`config.mk`:
```
export PLATFORM = sky130hd
export DESIGN_NAME = icu_cpu_if
export DESIGN_NICKNAME = d
export VERILOG_FILES = /design/src/rtl/icu_pkg.sv /design/src/rtl/icu_cfg_regs.sv /design/src/rtl/icu_active_stack.sv /design/src/rtl/icu_prio_gate.sv /design/src/rtl/icu_cpu_if.sv
export SDC_FILE = /design/constraint.sdc
export NUM_CORES = 1
export LEC_CHECK = 0
export BUFFER_PORTS_ARGS = -buffer_cell sky130_fd_sc_hd__clkbuf_2
export CORE_MARGIN = 8
export CORE_UTILIZATION = 24
export DETAILED_ROUTE_END_ITERATION = 6
export GPL_TIMING_DRIVEN = 0
export PLACE_DENSITY_LB_ADDON = 0.05
export SYNTH_ARGS = -nofsm -noshare
export SYNTH_HDL_FRONTEND = slang
export SYNTH_HIERARCHICAL = 1
export SYNTH_SLANG_ARGS = --single-unit
```
`constraint.sdc`:
```
create_clock -name clk -period 7.7 [get_ports clk]
set_input_delay 1.155 -clock clk [delete_from_list [all_inputs] [get_ports clk]]
set_output_delay 1.155 -clock clk [all_outputs]
set_load 0.05 [all_outputs]
```
`src/rtl/icu_pkg.sv`:
```
package icu_pkg;
   // Register offsets; software decodes these, so they are fixed.
   localparam int OFF_CTRL = 'h00;
   localparam int OFF_PMSK = 'h04;
   localparam int OFF_BPT  = 'h08;
   localparam int OFF_ACK  = 'h0C;
   localparam int OFF_EOI  = 'h10;
   localparam int OFF_RUN  = 'h14;
   localparam int OFF_PEEK = 'h18;
   localparam int OFF_IDNT = 'hFC;

   localparam int DEF_ID_W   = 10;
   localparam int DEF_CPU_W  = 3;
   localparam int DEF_PRIO_W = 8;
   localparam int DEF_BP_W   = 3;
   localparam int SPUR_ID    = 1023;
   localparam int SGI_LIMIT  = 16;
endpackage

```
`src/rtl/icu_cfg_regs.sv`:
```
module icu_cfg_regs #(
   parameter int PRIO_W = 8,
   parameter int BP_W   = 3
) (
   input  logic              clk,
   input  logic              rst_n,
   input  logic              wr_ctrl,
   input  logic              wr_pmsk,
   input  logic              wr_bpt,
   input  logic [PRIO_W-1:0] wdata_lo,
   output logic              en_q,
   output logic [PRIO_W-1:0] pmsk_q,
   output logic [BP_W-1:0]   bpt_q
);
   if (BP_W > PRIO_W) begin : g_bad_bp
      $error("binary point field wider than priority");
   end

   always_ff @(posedge clk or negedge rst_n) begin
      if (!rst_n) begin
         en_q   <= 1'b0;
         pmsk_q <= '0;
         bpt_q  <= '0;
      end else begin
         if (wr_ctrl) en_q   <= wdata_lo[0];
         if (wr_pmsk) pmsk_q <= wdata_lo;
         if (wr_bpt)  bpt_q  <= wdata_lo[BP_W-1:0];
      end
   end


   bpt_keep_chk: assert property (@(posedge clk) disable iff (!rst_n)
      wr_bpt |=> (bpt_q == $past(wdata_lo[BP_W-1:0])));
endmodule

```
`src/rtl/icu_active_stack.sv`:
```
module icu_active_stack #(
   parameter int DEPTH  = 4,
   parameter int ID_W   = 10,
   parameter int PRIO_W = 8,
   localparam int CNT_W = $clog2(DEPTH + 1)
) (
   input  logic              clk,
   input  logic              rst_n,
   input  logic              push,
   input  logic [ID_W-1:0]   push_id,
   input  logic [PRIO_W-1:0] push_prio,
   input  logic              pop,
   output logic [ID_W-1:0]   top_id,
   output logic [PRIO_W-1:0] top_prio,
   output logic              empty,
   output logic              full,
   output logic [CNT_W-1:0]  count
);
   if (DEPTH < 1) begin : g_bad_depth
      $error("stack depth must be at least one");
   end

   logic [ID_W-1:0]   ids   [DEPTH];
   logic [PRIO_W-1:0] prios [DEPTH];
   logic [CNT_W-1:0]  wr_slot;

   assign empty   = (count == '0);
   assign full    = (count == CNT_W'(DEPTH));
   assign wr_slot = pop ? count - 1'b1 : count;

   for (genvar g = 0; g < DEPTH; g++) begin : g_slot
      always_ff @(posedge clk or negedge rst_n) begin
         if (!rst_n) begin
            ids[g]   <= '0;
            prios[g] <= '0;
         end else if (push && wr_slot == CNT_W'(g)) begin
            ids[g]   <= push_id;
            prios[g] <= push_prio;
         end
      end
   end

   always_ff @(posedge clk or negedge rst_n) begin
      if (!rst_n)            count <= '0;
      else if (push && !pop) count <= count + 1'b1;
      else if (pop && !push) count <= count - 1'b1;
   end

   always_comb begin
      top_id   = '0;
      top_prio = '1;
      for (int i = 0; i < DEPTH; i++) begin
         if (count == CNT_W'(i + 1)) begin
            top_id   = ids[i];
            top_prio = prios[i];
         end
      end
   end


   no_overflow_chk: assert property (@(posedge clk) disable iff (!rst_n)
      (push && !pop) |-> !full);

   no_underflow_chk: assert property (@(posedge clk) disable iff (!rst_n)
      pop |-> !empty);
endmodule

```
`src/rtl/icu_prio_gate.sv`:
```
module icu_prio_gate #(
   parameter int PRIO_W = 8,
   parameter int BP_W   = 3
) (
   input  logic              en,
   input  logic              cand_valid,
   input  logic [PRIO_W-1:0] cand_prio,
   input  logic [PRIO_W-1:0] pmsk,
   input  logic [BP_W-1:0]   bpt,
   input  logic [PRIO_W-1:0] run_prio,
   input  logic              stk_empty,
   input  logic              stk_full,
   output logic              eligible
);
   logic [PRIO_W-1:0] gmask;
   logic              grp_ok;

   always_comb begin
      for (int i = 0; i < PRIO_W; i++) gmask[i] = (i > int'(bpt));
   end

   assign grp_ok   = stk_empty || ((cand_prio & gmask) < (run_prio & gmask));
   assign eligible = en && cand_valid && !stk_full && (cand_prio < pmsk) && grp_ok;
endmodule

```
`src/rtl/icu_cpu_if.sv`:
```
module icu_cpu_if
   import icu_pkg::*;
#(
   parameter int          ID_W    = DEF_ID_W,
   parameter int          CPU_W   = DEF_CPU_W,
   parameter int          PRIO_W  = DEF_PRIO_W,
   parameter int          BP_W    = DEF_BP_W,
   parameter int          ADDR_W  = 8,
   parameter int          DEPTH   = 4,
   parameter bit          REG_IRQ = 1'b0,
   parameter logic [31:0] IDENT   = 32'h0002_0A5C,
   localparam int         CNT_W   = $clog2(DEPTH + 1)
) (
   input  logic              clk,
   input  logic              rst_n,
   input  logic              cand_valid,
   input  logic [ID_W-1:0]   cand_id,
   input  logic [CPU_W-1:0]  cand_cpu,
   input  logic [PRIO_W-1:0] cand_prio,
   input  logic [ADDR_W-1:0] reg_addr,
   input  logic              reg_wr,
   input  logic              reg_rd,
   input  logic [31:0]       reg_wdata,
   output logic [31:0]       reg_rdata,
   output logic              irq_out,
   output logic              ack_pulse,
   output logic [ID_W-1:0]   ack_id,
   output logic              deact_pulse,
   output logic [ID_W-1:0]   deact_id
);
   if (ID_W < 10 || ID_W + CPU_W > 32) begin : g_bad_fmt
      $error("ID and CPU fields must fit the 32-bit word");
   end
   if (ADDR_W < 8) begin : g_bad_addr
      $error("address must reach offset 0xFC");
   end

   logic sel_ctrl, sel_pmsk, sel_bpt, sel_ack, sel_eoi, sel_run, sel_peek, sel_idnt;
   assign sel_ctrl = (reg_addr == ADDR_W'(OFF_CTRL));
   assign sel_pmsk = (reg_addr == ADDR_W'(OFF_PMSK));
   assign sel_bpt  = (reg_addr == ADDR_W'(OFF_BPT));
   assign sel_ack  = (reg_addr == ADDR_W'(OFF_ACK));
   assign sel_eoi  = (reg_addr == ADDR_W'(OFF_EOI));
   assign sel_run  = (reg_addr == ADDR_W'(OFF_RUN));
   assign sel_peek = (reg_addr == ADDR_W'(OFF_PEEK));
   assign sel_idnt = (reg_addr == ADDR_W'(OFF_IDNT));

   logic              en_q;
   logic [PRIO_W-1:0] pmsk_q;
   logic [BP_W-1:0]   bpt_q;

   icu_cfg_regs #(.PRIO_W(PRIO_W), .BP_W(BP_W)) u_cfg (
      .clk      (clk),
      .rst_n    (rst_n),
      .wr_ctrl  (reg_wr && sel_ctrl),
      .wr_pmsk  (reg_wr && sel_pmsk),
      .wr_bpt   (reg_wr && sel_bpt),
      .wdata_lo (reg_wdata[PRIO_W-1:0]),
      .en_q     (en_q),
      .pmsk_q   (pmsk_q),
      .bpt_q    (bpt_q)
   );

   logic              push, pop, stk_empty, stk_full, eligible;
   logic [ID_W-1:0]   top_id;
   logic [PRIO_W-1:0] top_prio, run_prio;
   logic [CNT_W-1:0]  stk_count;

   icu_active_stack #(.DEPTH(DEPTH), .ID_W(ID_W), .PRIO_W(PRIO_W)) u_stack (
      .clk       (clk),
      .rst_n     (rst_n),
      .push      (push),
      .push_id   (cand_id),
      .push_prio (cand_prio),
      .pop       (pop),
      .top_id    (top_id),
      .top_prio  (top_prio),
      .empty     (stk_empty),
      .full      (stk_full),
      .count     (stk_count)
   );

   assign run_prio = stk_empty ? '1 : top_prio;

   icu_prio_gate #(.PRIO_W(PRIO_W), .BP_W(BP_W)) u_gate (
      .en         (en_q),
      .cand_valid (cand_valid),
      .cand_prio  (cand_prio),
      .pmsk       (pmsk_q),
      .bpt        (bpt_q),
      .run_prio   (run_prio),
      .stk_empty  (stk_empty),
      .stk_full   (stk_full),
      .eligible   (eligible)
   );

   // Handshakes with side effects
   assign push = reg_rd && sel_ack && eligible;
   assign pop  = reg_wr && sel_eoi && !stk_empty && (reg_wdata[ID_W-1:0] == top_id);

   logic unused_wdata;
   assign unused_wdata = ^reg_wdata[31:ID_W];

   // Read word for the current winner
   logic              is_sw;
   logic [CPU_W-1:0]  cpu_f;
   logic [31:0]       win_word;
   assign is_sw    = (cand_id < ID_W'(SGI_LIMIT));
   assign cpu_f    = is_sw ? cand_cpu : '0;
   assign win_word = eligible ? (32'(cand_id) | (32'(cpu_f) << ID_W)) : 32'(SPUR_ID);

   always_comb begin
      reg_rdata = '0;
      if (sel_ctrl)      reg_rdata = 32'(en_q);
      else if (sel_pmsk) reg_rdata = 32'(pmsk_q);
      else if (sel_bpt)  reg_rdata = 32'(bpt_q);
      else if (sel_ack)  reg_rdata = win_word;
      else if (sel_run)  reg_rdata = 32'(run_prio);
      else if (sel_peek) reg_rdata = win_word;
      else if (sel_idnt) reg_rdata = IDENT;
   end

   always_ff @(posedge clk or negedge rst_n) begin
      if (!rst_n) begin
         ack_pulse   <= 1'b0;
         ack_id      <= '0;
         deact_pulse <= 1'b0;
         deact_id    <= '0;
      end else begin
         ack_pulse   <= push;
         deact_pulse <= pop;
         if (push) ack_id   <= cand_id;
         if (pop)  deact_id <= top_id;
      end
   end

   if (REG_IRQ) begin : g_reg_irq
      always_ff @(posedge clk or negedge rst_n) begin
         if (!rst_n) irq_out <= 1'b0;
         else        irq_out <= eligible;
      end
   end else begin : g_comb_irq
      assign irq_out = eligible;
   end


   ack_sets_run_chk: assert property (@(posedge clk) disable iff (!rst_n)
      ack_pulse |-> (run_prio == $past(cand_prio)));

   deact_pops_chk: assert property (@(posedge clk) disable iff (!rst_n)
      deact_pulse |-> (32'(stk_count) + 1 == 32'($past(stk_count))));

   mask_gate_chk: assert property (@(posedge clk) disable iff (!rst_n)
      eligible |-> (en_q && cand_prio < pmsk_q));

   spurious_chk: assert property (@(posedge clk) disable iff (!rst_n)
      (reg_rd && sel_ack && !eligible) |=> !ack_pulse);
endmodule

```
==> results of run 1 <==
[per-stage QoR]
step	setup slack [ns]	utilization (%)	instance area, µm²
after floorplan	2.529	-	7754
after global placement	0.6872	27.40	8647
after detailed placement	0.7229	27.52	8683
after CTS	0.7108	28.48	8986
after global routing	0.2007	28.48	8986
final	0.7126	28.48	8986
[layer usage]
layer  routed length (µm)  part of all wire, %  vias to the layer above
li1                     -                    -                     3352
met2                15530                   45                      207
met4                  702                  2.1                        0
met1                16360                   48                     3685
met5                    0                    0                        -
met3                 1615                  4.7                       34
[final timing paths]
| kind | from | to | slack, ns | cells after the start |
|---|---|---|---|---|
| max | u_stack/count[2] | u_stack/prios[8] | 0.71 | 22 |
| min | ack_id[9] | ack_id[9] | 0.51 | 1 |
| max reg2reg | u_stack/count[2] | u_stack/prios[8] | 0.71 | 22 |
| min reg2reg | ack_id[9] | ack_id[9] | 0.51 | 1 |
| max in group asynchronous | rst_n | deact_id[0] | 6.28 | 2 |
| min in group asynchronous | rst_n | u_stack/prios[12] | 0.67 | 1 |
[critical path: cells and delay by family, from the launching register on]
family / cells / cell delay (ns)
buffers and inverters: 7 / 2.16
AND/OR/NAND/NOR: 7 / 2.16
AO/OA/AOI/OAI: 6 / 1.62
adder cells (fa/ha/maj): 2 / 0.46
flip-flops: 1 / 0.42
[sequential cells by signal, indices dropped and copies added (netlist names)]
| name | cells |
|---|---|
| u_cfg/bpt_q | 3 |
| u_stack/prios | 32 |
| ack_id | 10 |
| u_cfg/pmsk_q | 8 |
| ack_pulse | 1 |
| deact_pulse | 1 |
| u_cfg/en_q | 1 |
| u_stack/ids | 40 |
| u_stack/count | 3 |
| deact_id | 10 |
[final cells by class]
type	instances	area share, %
Clock buffer	9	2.506
Timing Repair Buffer	79	4.748
Sequential cell	109	30.35
Multi-Input combinational cell	598	48.64
Buffer	105	6.168
Clock inverter	7	0.8633
Tap cell	402	5.597
Inverter	27	1.128
[power by group through the flow]
stage | clock [mW] | sequential, mW | combinational [mW]
floorplan | 0 | 0.592 | 0.0661
global placement | 0 | 0.595 | 0.115
detailed placement | 0 | 0.594 | 0.117
CTS | 0.530 | 0.583 | 0.118
global route | 0.545 | 0.584 | 0.128
finish | 0.502 | 0.583 | 0.117
==> flow_summary.yaml, run 1 <==
outcome:
  outcome: "finished clean"
floorplanning:
  initial_core_util_pct: 24.37
  pin_count: 121
  dieArea_um2: 38030
  die_w_um: 195
  rows: 65
  core-area_um2: 31560
  die_y_um: 195
critical_path:
  cpMostUsedCell: "clkbuf_1"
  endpoint_kind: "flip-flop"
  crit_type: "reg -> reg"
  cp-start-kind: "flip-flop"
  max_stage_delay_ns: 0.80
  critPathArrivalTime_ns: 7.23
  crit_chain: "buf_2 -> inv_1 -> ha_1 -> clkbuf_1 -> nor2_1 -> o21ai_0 -> a22o_1 -> or2_2 -> nand2_1 -> ha_1 -> a21oi_1 -> nor3_1 -> nor3_1 -> o211a_1 -> clkbuf_1 -> nand2_1 -> nor4_1 -> clkbuf_1 -> inv_2 -> clkbuf_1 -> o31ai_1 -> o211ai_1"
  critPathRequiredTime_ns: 7.94
  crit_slowest_cell: "nor4_1"
  path_max_fanout: 10
sta:
  setup_viol_count_final: 0
  worst-slew-pin-transition_ns: 1.032
  min_period_ns: 6.987
  finClkSkew_ns: 0.01403
  tns_ns: 0
  maxSlewHeadroom_pct: 30.58
  rsz0062_at_grt: "false"
  fmax_mhz: 143.1
  timing.hold.ws_ns: 0.5131
  slew_violations: 0
  finalCritPeriodShare_pct: 90.74
  hold_violations: 0
hold_path:
  hp-class: "reg -> reg"
grt:
  grtUsageTotal_pct: 17.71
  top_usage_layer: "met2"
  grtUsageMet3_pct: 3.284
  first_global_vias: 7430
  antenna_found_initial: 1
  grt_max_degree: 86
  grt_pass1_wl_um: 50960
  grt_use_met2_pct: 27.54
  overflow: 0
  use_met1_pct: 24.81
detailed_routing:
  drt_iter0_markers: 619
  drc: 0
  wl_per_cell_um: 25.61
  drt_wl_total_um: 34210
  vias: 7278
  ant_nets: 0
  dr.pass1.iters: 5
  viasPerCell: 5.448
clocking:
  cts_tree: "yes"
  ctsHoldBuffers: 0
  clockBufferDepth: 2
  cts_htree_levels: 3
  cts-resized-gates: 0
  post_cts.repair.setup_buffers: 0
  insertion_delay_ns: 0.38
  cts_sinks: 109
  clk_pin_slew_worst_paths_ns: 0.09
  root_buffer: "clkbuf_16"
  cts_buffers: 9
power:
  seqPwrFrac_pct: 48.5
  max-vdd-ir-drop_mv: 0.1075
  switching_share_pct: 29.60
  power_density_nw_per_um2: 133.7
  combPwrFrac_pct: 9.7
  power_switching_uw: 355.5
  clkPwrFrac_pct: 41.8
  total_power_mw: 1.201
  p_int_uw: 845.6
  leakage_nw: 3.839
synth:
  yosys_warnings: 6
  avgSynthCellArea_um2: 9.355
  syn-instance-count: 822
  syn_area_um2: 7690
cells_and_area:
  drive_gt1_share_pct: 23.02
  syn_to_final_growth_pct: 16.86
  layout_common_cells: "dfrtp_1, nand4_1, clkbuf_2"
  instances_no_fill: 1336
  final_common_cell: "dfrtp_1"
  ff_latch_area_um2: 2728
  multiInputGateArea_um2: 4370
  nNetsFinal: 1015
  fillers: 3396
  n_antenna_cell: 0
placed_design:
  place_congestion: 0.7862
  place_hpwl_um: 25510
  io_buffers: 78
  dp_cells: 1320
job:
  cap_violations: 0
(Power assumes the default switching activity.)
==> run 2: changes to the inputs <==
- CORE_UTILIZATION: 24 -> 55
==> run 2 against run 1 <==
Net effect:
- global-route usage up 11 points
- register-to-register slack better by 0.40 ns
- cell count down 17%
- combinational power down 4%
- core utilization up 35 points
- sequential power about the same
==> flow_summary.yaml, run 2 (synthesized netlist as in run 1, its figures left out) <==
outcome:
  outcome: "finished clean"
cells_and_area:
  fillers: 1180
  syn_to_final_growth_pct: 13.00
  largest_reg_flops: 40
  final_core_util_pct: 63.09
  reg.largest.list: "u_stack/ids (40), u_stack/prios (32)"
  layout_common_cells: "dfrtp_1, nand4_1, clkbuf_2"
  n_antenna_cell: 0
  final_common_cell: "dfrtp_1"
  top_register: "u_stack/ids"
  fin_area_um2: 8690
  instances_no_fill: 1113
  drive_gt1_share_pct: 22.94
  nNetsFinal: 1014
power:
  max-vdd-ir-drop_mv: 0.1205
  power_switching_uw: 338.7
  seqPwrFrac_pct: 49.1
  switching_share_pct: 28.54
  p_int_uw: 848.1
  total_power_mw: 1.187
  combPwrFrac_pct: 9.4
  leakage_nw: 3.834
  clkPwrFrac_pct: 41.5
  power_density_nw_per_um2: 136.6
placed_design:
  dp_cells: 1097
  place_congestion: 0.9554
  place_hpwl_um: 19730
  io_buffers: 78
  placed_area_um2: 8378
floorplanning:
  core-area_um2: 13770
  die_y_um: 134.2
  dieArea_um2: 18020
  pin_count: 121
  initial_core_util_pct: 55.83
  die_w_um: 134.2
  rows: 43
detailed_routing:
  wl_per_cell_um: 24.17
  drt_wl_total_um: 26900
  drc: 0
  drt_iter0_markers: 1180
  dr.pass1.iters: 6
  vias: 7770
  ant_nets: 0
  viasPerCell: 6.981
sta:
  fmax_mhz: 151.9
  min_period_ns: 6.585
  hold_violations: 0
  slew_violations: 0
  setup_viol_count_final: 0
  maxSlewHeadroom_pct: 29.67
  tns_ns: 0
  worst-slew-pin-transition_ns: 1.045
  finClkSkew_ns: 0.01473
  rsz0062_at_grt: "false"
  finalCritPeriodShare_pct: 85.51
grt:
  use_met1_pct: 39.59
  grt_pass1_wl_um: 41120
  top_usage_layer: "met2"
  first_global_vias: 7231
  grtUsageTotal_pct: 29.08
  antenna_found_initial: 0
  grt_use_met2_pct: 42.79
  grtUsageMet3_pct: 7.292
  grt_max_degree: 110
  overflow: 0
clocking:
  ctsHoldBuffers: 0
  cts_buffers: 9
  insertion_delay_ns: 0.37
  cts_htree_levels: 3
  cts-resized-gates: 0
  cts_sinks: 109
  root_buffer: "clkbuf_16"
  cts_tree: "yes"
  clockBufferDepth: 2
  clk_pin_slew_worst_paths_ns: 0.08
  post_cts.repair.setup_buffers: 0
critical_path:
  cp-start-kind: "flip-flop"
  path_max_fanout: 10
  crit_type: "reg -> reg"
  endpoint_kind: "flip-flop"
  critPathRequiredTime_ns: 7.94
  critPathArrivalTime_ns: 6.82
job:
  cap_violations: 0
hold_path:
  hp-class: "reg -> reg"
==> run 2: changes by cell type in the layout (fill, tap and decap cells not counted), sizes merged <==
cell / delta
buf: -1
clkinvlp: -1
inv: +1
==> run 2: critical path: stages (launching register included) <==
cell	delay [ns]
dfrtp_1	0.41
buf_2	0.24
inv_1	0.07
ha_1	0.22
clkbuf_1	0.25
nor2_1	0.50
o21ai_0	0.32
a22o_1	0.25
or2_2	0.31
nand2_1	0.07
ha_1	0.24
a21oi_1	0.17
nor3_1	0.07
nor3_1	0.22
o211a_1	0.29
clkbuf_1	0.36
nand2_1	0.09
nor4_1	0.81
clkbuf_1	0.51
inv_2	0.21
clkbuf_1	0.34
o31ai_1	0.36
o211ai_1	0.14
==> run 2: power groups by stage <==
stage          combinational (mW)  clock, mW  sequential, mW
2_1_floorplan              0.0661          0           0.592
3_3_place_gp                0.107          0           0.594
3_5_place_dp                0.110          0           0.594
4_1_cts                     0.110      0.496           0.582
5_1_grt                     0.120      0.516           0.583
6_report                    0.112      0.492           0.583
==> run 2: path summary, 6_finish.rpt <==
kind / slack [ns] / to / startpoint / cells past startpoint
max in group asynchronous: 6.20 / u_stack/ids[16] / rst_n / 1
min in group asynchronous: 0.90 / u_stack/prios[10] / rst_n / 1
worst max-delay path: 1.12 / u_stack/ids[37] / u_stack/count[2] / 22
worst max register to register: 1.12 / u_stack/ids[37] / u_stack/count[2] / 22
worst min-delay path: 0.51 / ack_id[7] / ack_id[7] / 1
worst min register to register: 0.51 / ack_id[7] / ack_id[7] / 1
==> run 2: per-stage QoR <==
step,setup slack [ns],hold slack (ns)
detailed placement,1.399,0.4944
CTS,1.333,0.5146
finish,1.115,0.5110
global route,0.8861,0.5221
floorplan,2.529,0.4965
global placement,1.495,0.4897
==> run 2: layer usage <==
metal,wire [µm],vias to the layer above
met4,1136,0
met5,0,-
li1,-,3330
met3,3195,99
met2,11940,578
met1,10630,3763
==> run 2: layout make-up <==
type	count	area (µm²)	share of cell area, %
plain buffers	105	554.3	6.379
multi-input cells	598	4370	50.30
clock inverters	7	86.33	0.9935
well taps	180	225.2	2.592
inverters	27	101.3	1.166
repair buffers	78	399.1	4.593
flip-flops and latches	109	2728	31.39
clock buffers	9	225.2	2.592
==> run 3: changes to the inputs <==
- RECOVER_POWER: not set -> 100
==> run 3 against run 2 <==
Net effect:
- the run now ends with max-capacitance violations, max-slew violations left
- critical path type unchanged
- largest power group unchanged
- global-route usage did not move
- via count rose by 0.41%
- sequential share of layout area rose by 0.38 points
==> flow_summary.yaml, run 3 (synthesized netlist as in run 1, its figures left out) <==
clocking:
  post_cts.repair.setup_buffers: 0
  cts_htree_levels: 3
  clockBufferDepth: 2
  insertion_delay_ns: 0.37
  cts_tree: "yes"
  cts_buffers: 9
  clk_pin_slew_worst_paths_ns: 0.08
  cts_sinks: 109
  cts-resized-gates: 0
  root_buffer: "clkbuf_16"
  ctsHoldBuffers: 0
critical_path:
  r2r_start: "u_stack/count[2]"
  critPathArrivalTime_ns: 7.07
  setup.worst_path.start: "u_stack/count[2]"
  critPathRequiredTime_ns: 7.93
  cp-start-kind: "flip-flop"
  r2r_slack_ns: 0.87
  endpoint_kind: "flip-flop"
  crit_type: "reg -> reg"
  path_max_fanout: 10
grt:
  grt_pass1_wl_um: 41120
  grt_max_degree: 110
  antenna_found_initial: 0
  grtUsageTotal_pct: 29.08
  overflow: 0
  first_global_vias: 7231
floorplanning:
  die_y_um: 134.2
  dieArea_um2: 18020
  pin_count: 121
  initial_core_util_pct: 55.83
  die_w_um: 134.2
  rows: 43
  core-area_um2: 13770
sta:
  setup_slack_ns: 0.8661
  worst-slew-pin-transition_ns: 5.121
  hold_violations: 0
  min_period_ns: 6.834
  rsz0062_at_grt: "false"
  tns_ns: 0
  setup_viol_count_final: 0
  finalCritPeriodShare_pct: 88.75
  maxSlewHeadroom_pct: -241.4
  fmax_mhz: 146.3
  finClkSkew_ns: 0.01618
  slew_violations: 110
cells_and_area:
  layout_common_cells: "dfrtp_1, nand4_1, clkbuf_1"
  reg.largest.list: "u_stack/ids (40), u_stack/prios (32)"
  syn_to_final_growth_pct: 11.63
  final_common_cell: "dfrtp_1"
  largest_reg_flops: 40
  n_antenna_cell: 0
  top_register: "u_stack/ids"
  nNetsFinal: 1014
  drive_gt1_share_pct: 17.58
outcome:
  outcome: "finished, violations left"
  violations: "max-capacitance violations, max-slew violations"
detailed_routing:
  dr.pass1.iters: 6
  ant_nets: 0
  viasPerCell: 7.010
  vias: 7802
  wl_per_cell_um: 24.21
  drc: 0
  drt_wl_total_um: 26950
  drt_iter0_markers: 1150
placed_design:
  dp_slack_ns: 1.399
  place_hpwl_um: 19730
  io_buffers: 78
  place_congestion: 0.9554
job:
  cap_violations: 1
power:
  leakage_nw: 3.678
  max-vdd-ir-drop_mv: 0.1205
  power_density_nw_per_um2: 137.9
hold_path:
  hold_path.startpoint: "ack_id[7]"
  hp-class: "reg -> reg"
==> run 3: cell count changes in the layout (fill, tap and decap cells not counted), sizes merged <==
cell / delta
buf: -2
clkdlybuf4s25: +1
clkbuf: +1
==> run 3: worst paths after layout <==
| path | end | cells past startpoint |
|---|---|---|
| worst min-delay path | ack_id[7] | 1 |
| min in group asynchronous | u_stack/prios[10] | 1 |
| worst max-delay path | u_stack/ids[37] | 22 |
| max in group asynchronous | u_stack/ids[18] | 1 |
| worst max register to register | u_stack/ids[37] | 22 |
| worst min register to register | ack_id[7] | 1 |
==> run 3: worst max-delay path, cell delays in order (launching register included) <==
cell and delay (ns):
dfrtp_1 0.41, clkbuf_1 0.38, inv_1 0.09, ha_1 0.24
clkbuf_1 0.25, nor2_1 0.50, o21ai_0 0.33, a22o_1 0.25
or2_2 0.31, nand2_1 0.07, ha_1 0.24, a21oi_1 0.17
nor3_1 0.07, nor3_1 0.22, o211a_1 0.28, clkbuf_1 0.36
nand2_1 0.09, nor4_1 0.77, clkbuf_1 0.50, inv_1 0.30
clkbuf_1 0.35, o31ai_1 0.37, o211ai_1 0.14
==> run 3: metal layers <==
layer	vias to the layer above	share of wire, %	GRT usage (%)	wire, µm
met1	3739	39	39.59	10620
met4	0	4.5	12.54	1210
met3	105	12	7.292	3253
met2	618	44	42.79	11870
li1	3340	-	-	-
met5	-	0	0	0
==> run 3: area by class of cell <==
class / instances / area [µm²]
fillers: 1210 / 5189
multi-input cells: 598 / 4324
flip-flops and latches: 109 / 2728
plain buffers: 105 / 545.5
repair buffers: 78 / 349.1
clock buffers: 9 / 225.2
well taps: 180 / 225.2
inverters: 27 / 101.3
clock inverters: 7 / 86.33
==> run 3: metrics by stage <==
step	power, mW	hold slack, ns	area, µm²	std cells	utilization, %
after CTS	1.189	0.5146	8690	1113	63.09
after global placement	0.7004	0.4897	8369	1097	60.76
final	1.184	0.5117	8584	1113	62.33
after global routing	1.218	0.5216	8584	1113	62.33
after detailed placement	0.7039	0.4944	8378	1097	60.83
after floorplan	0.6576	0.4965	7754	839	-
==> run 3: power breakdown <==
part           switching [mW]  internal [mW]  total, mW
sequential            0.00585          0.577      0.583
clock                   0.256          0.235      0.492
combinational          0.0756         0.0343      0.110
total                   0.338          0.846       1.18
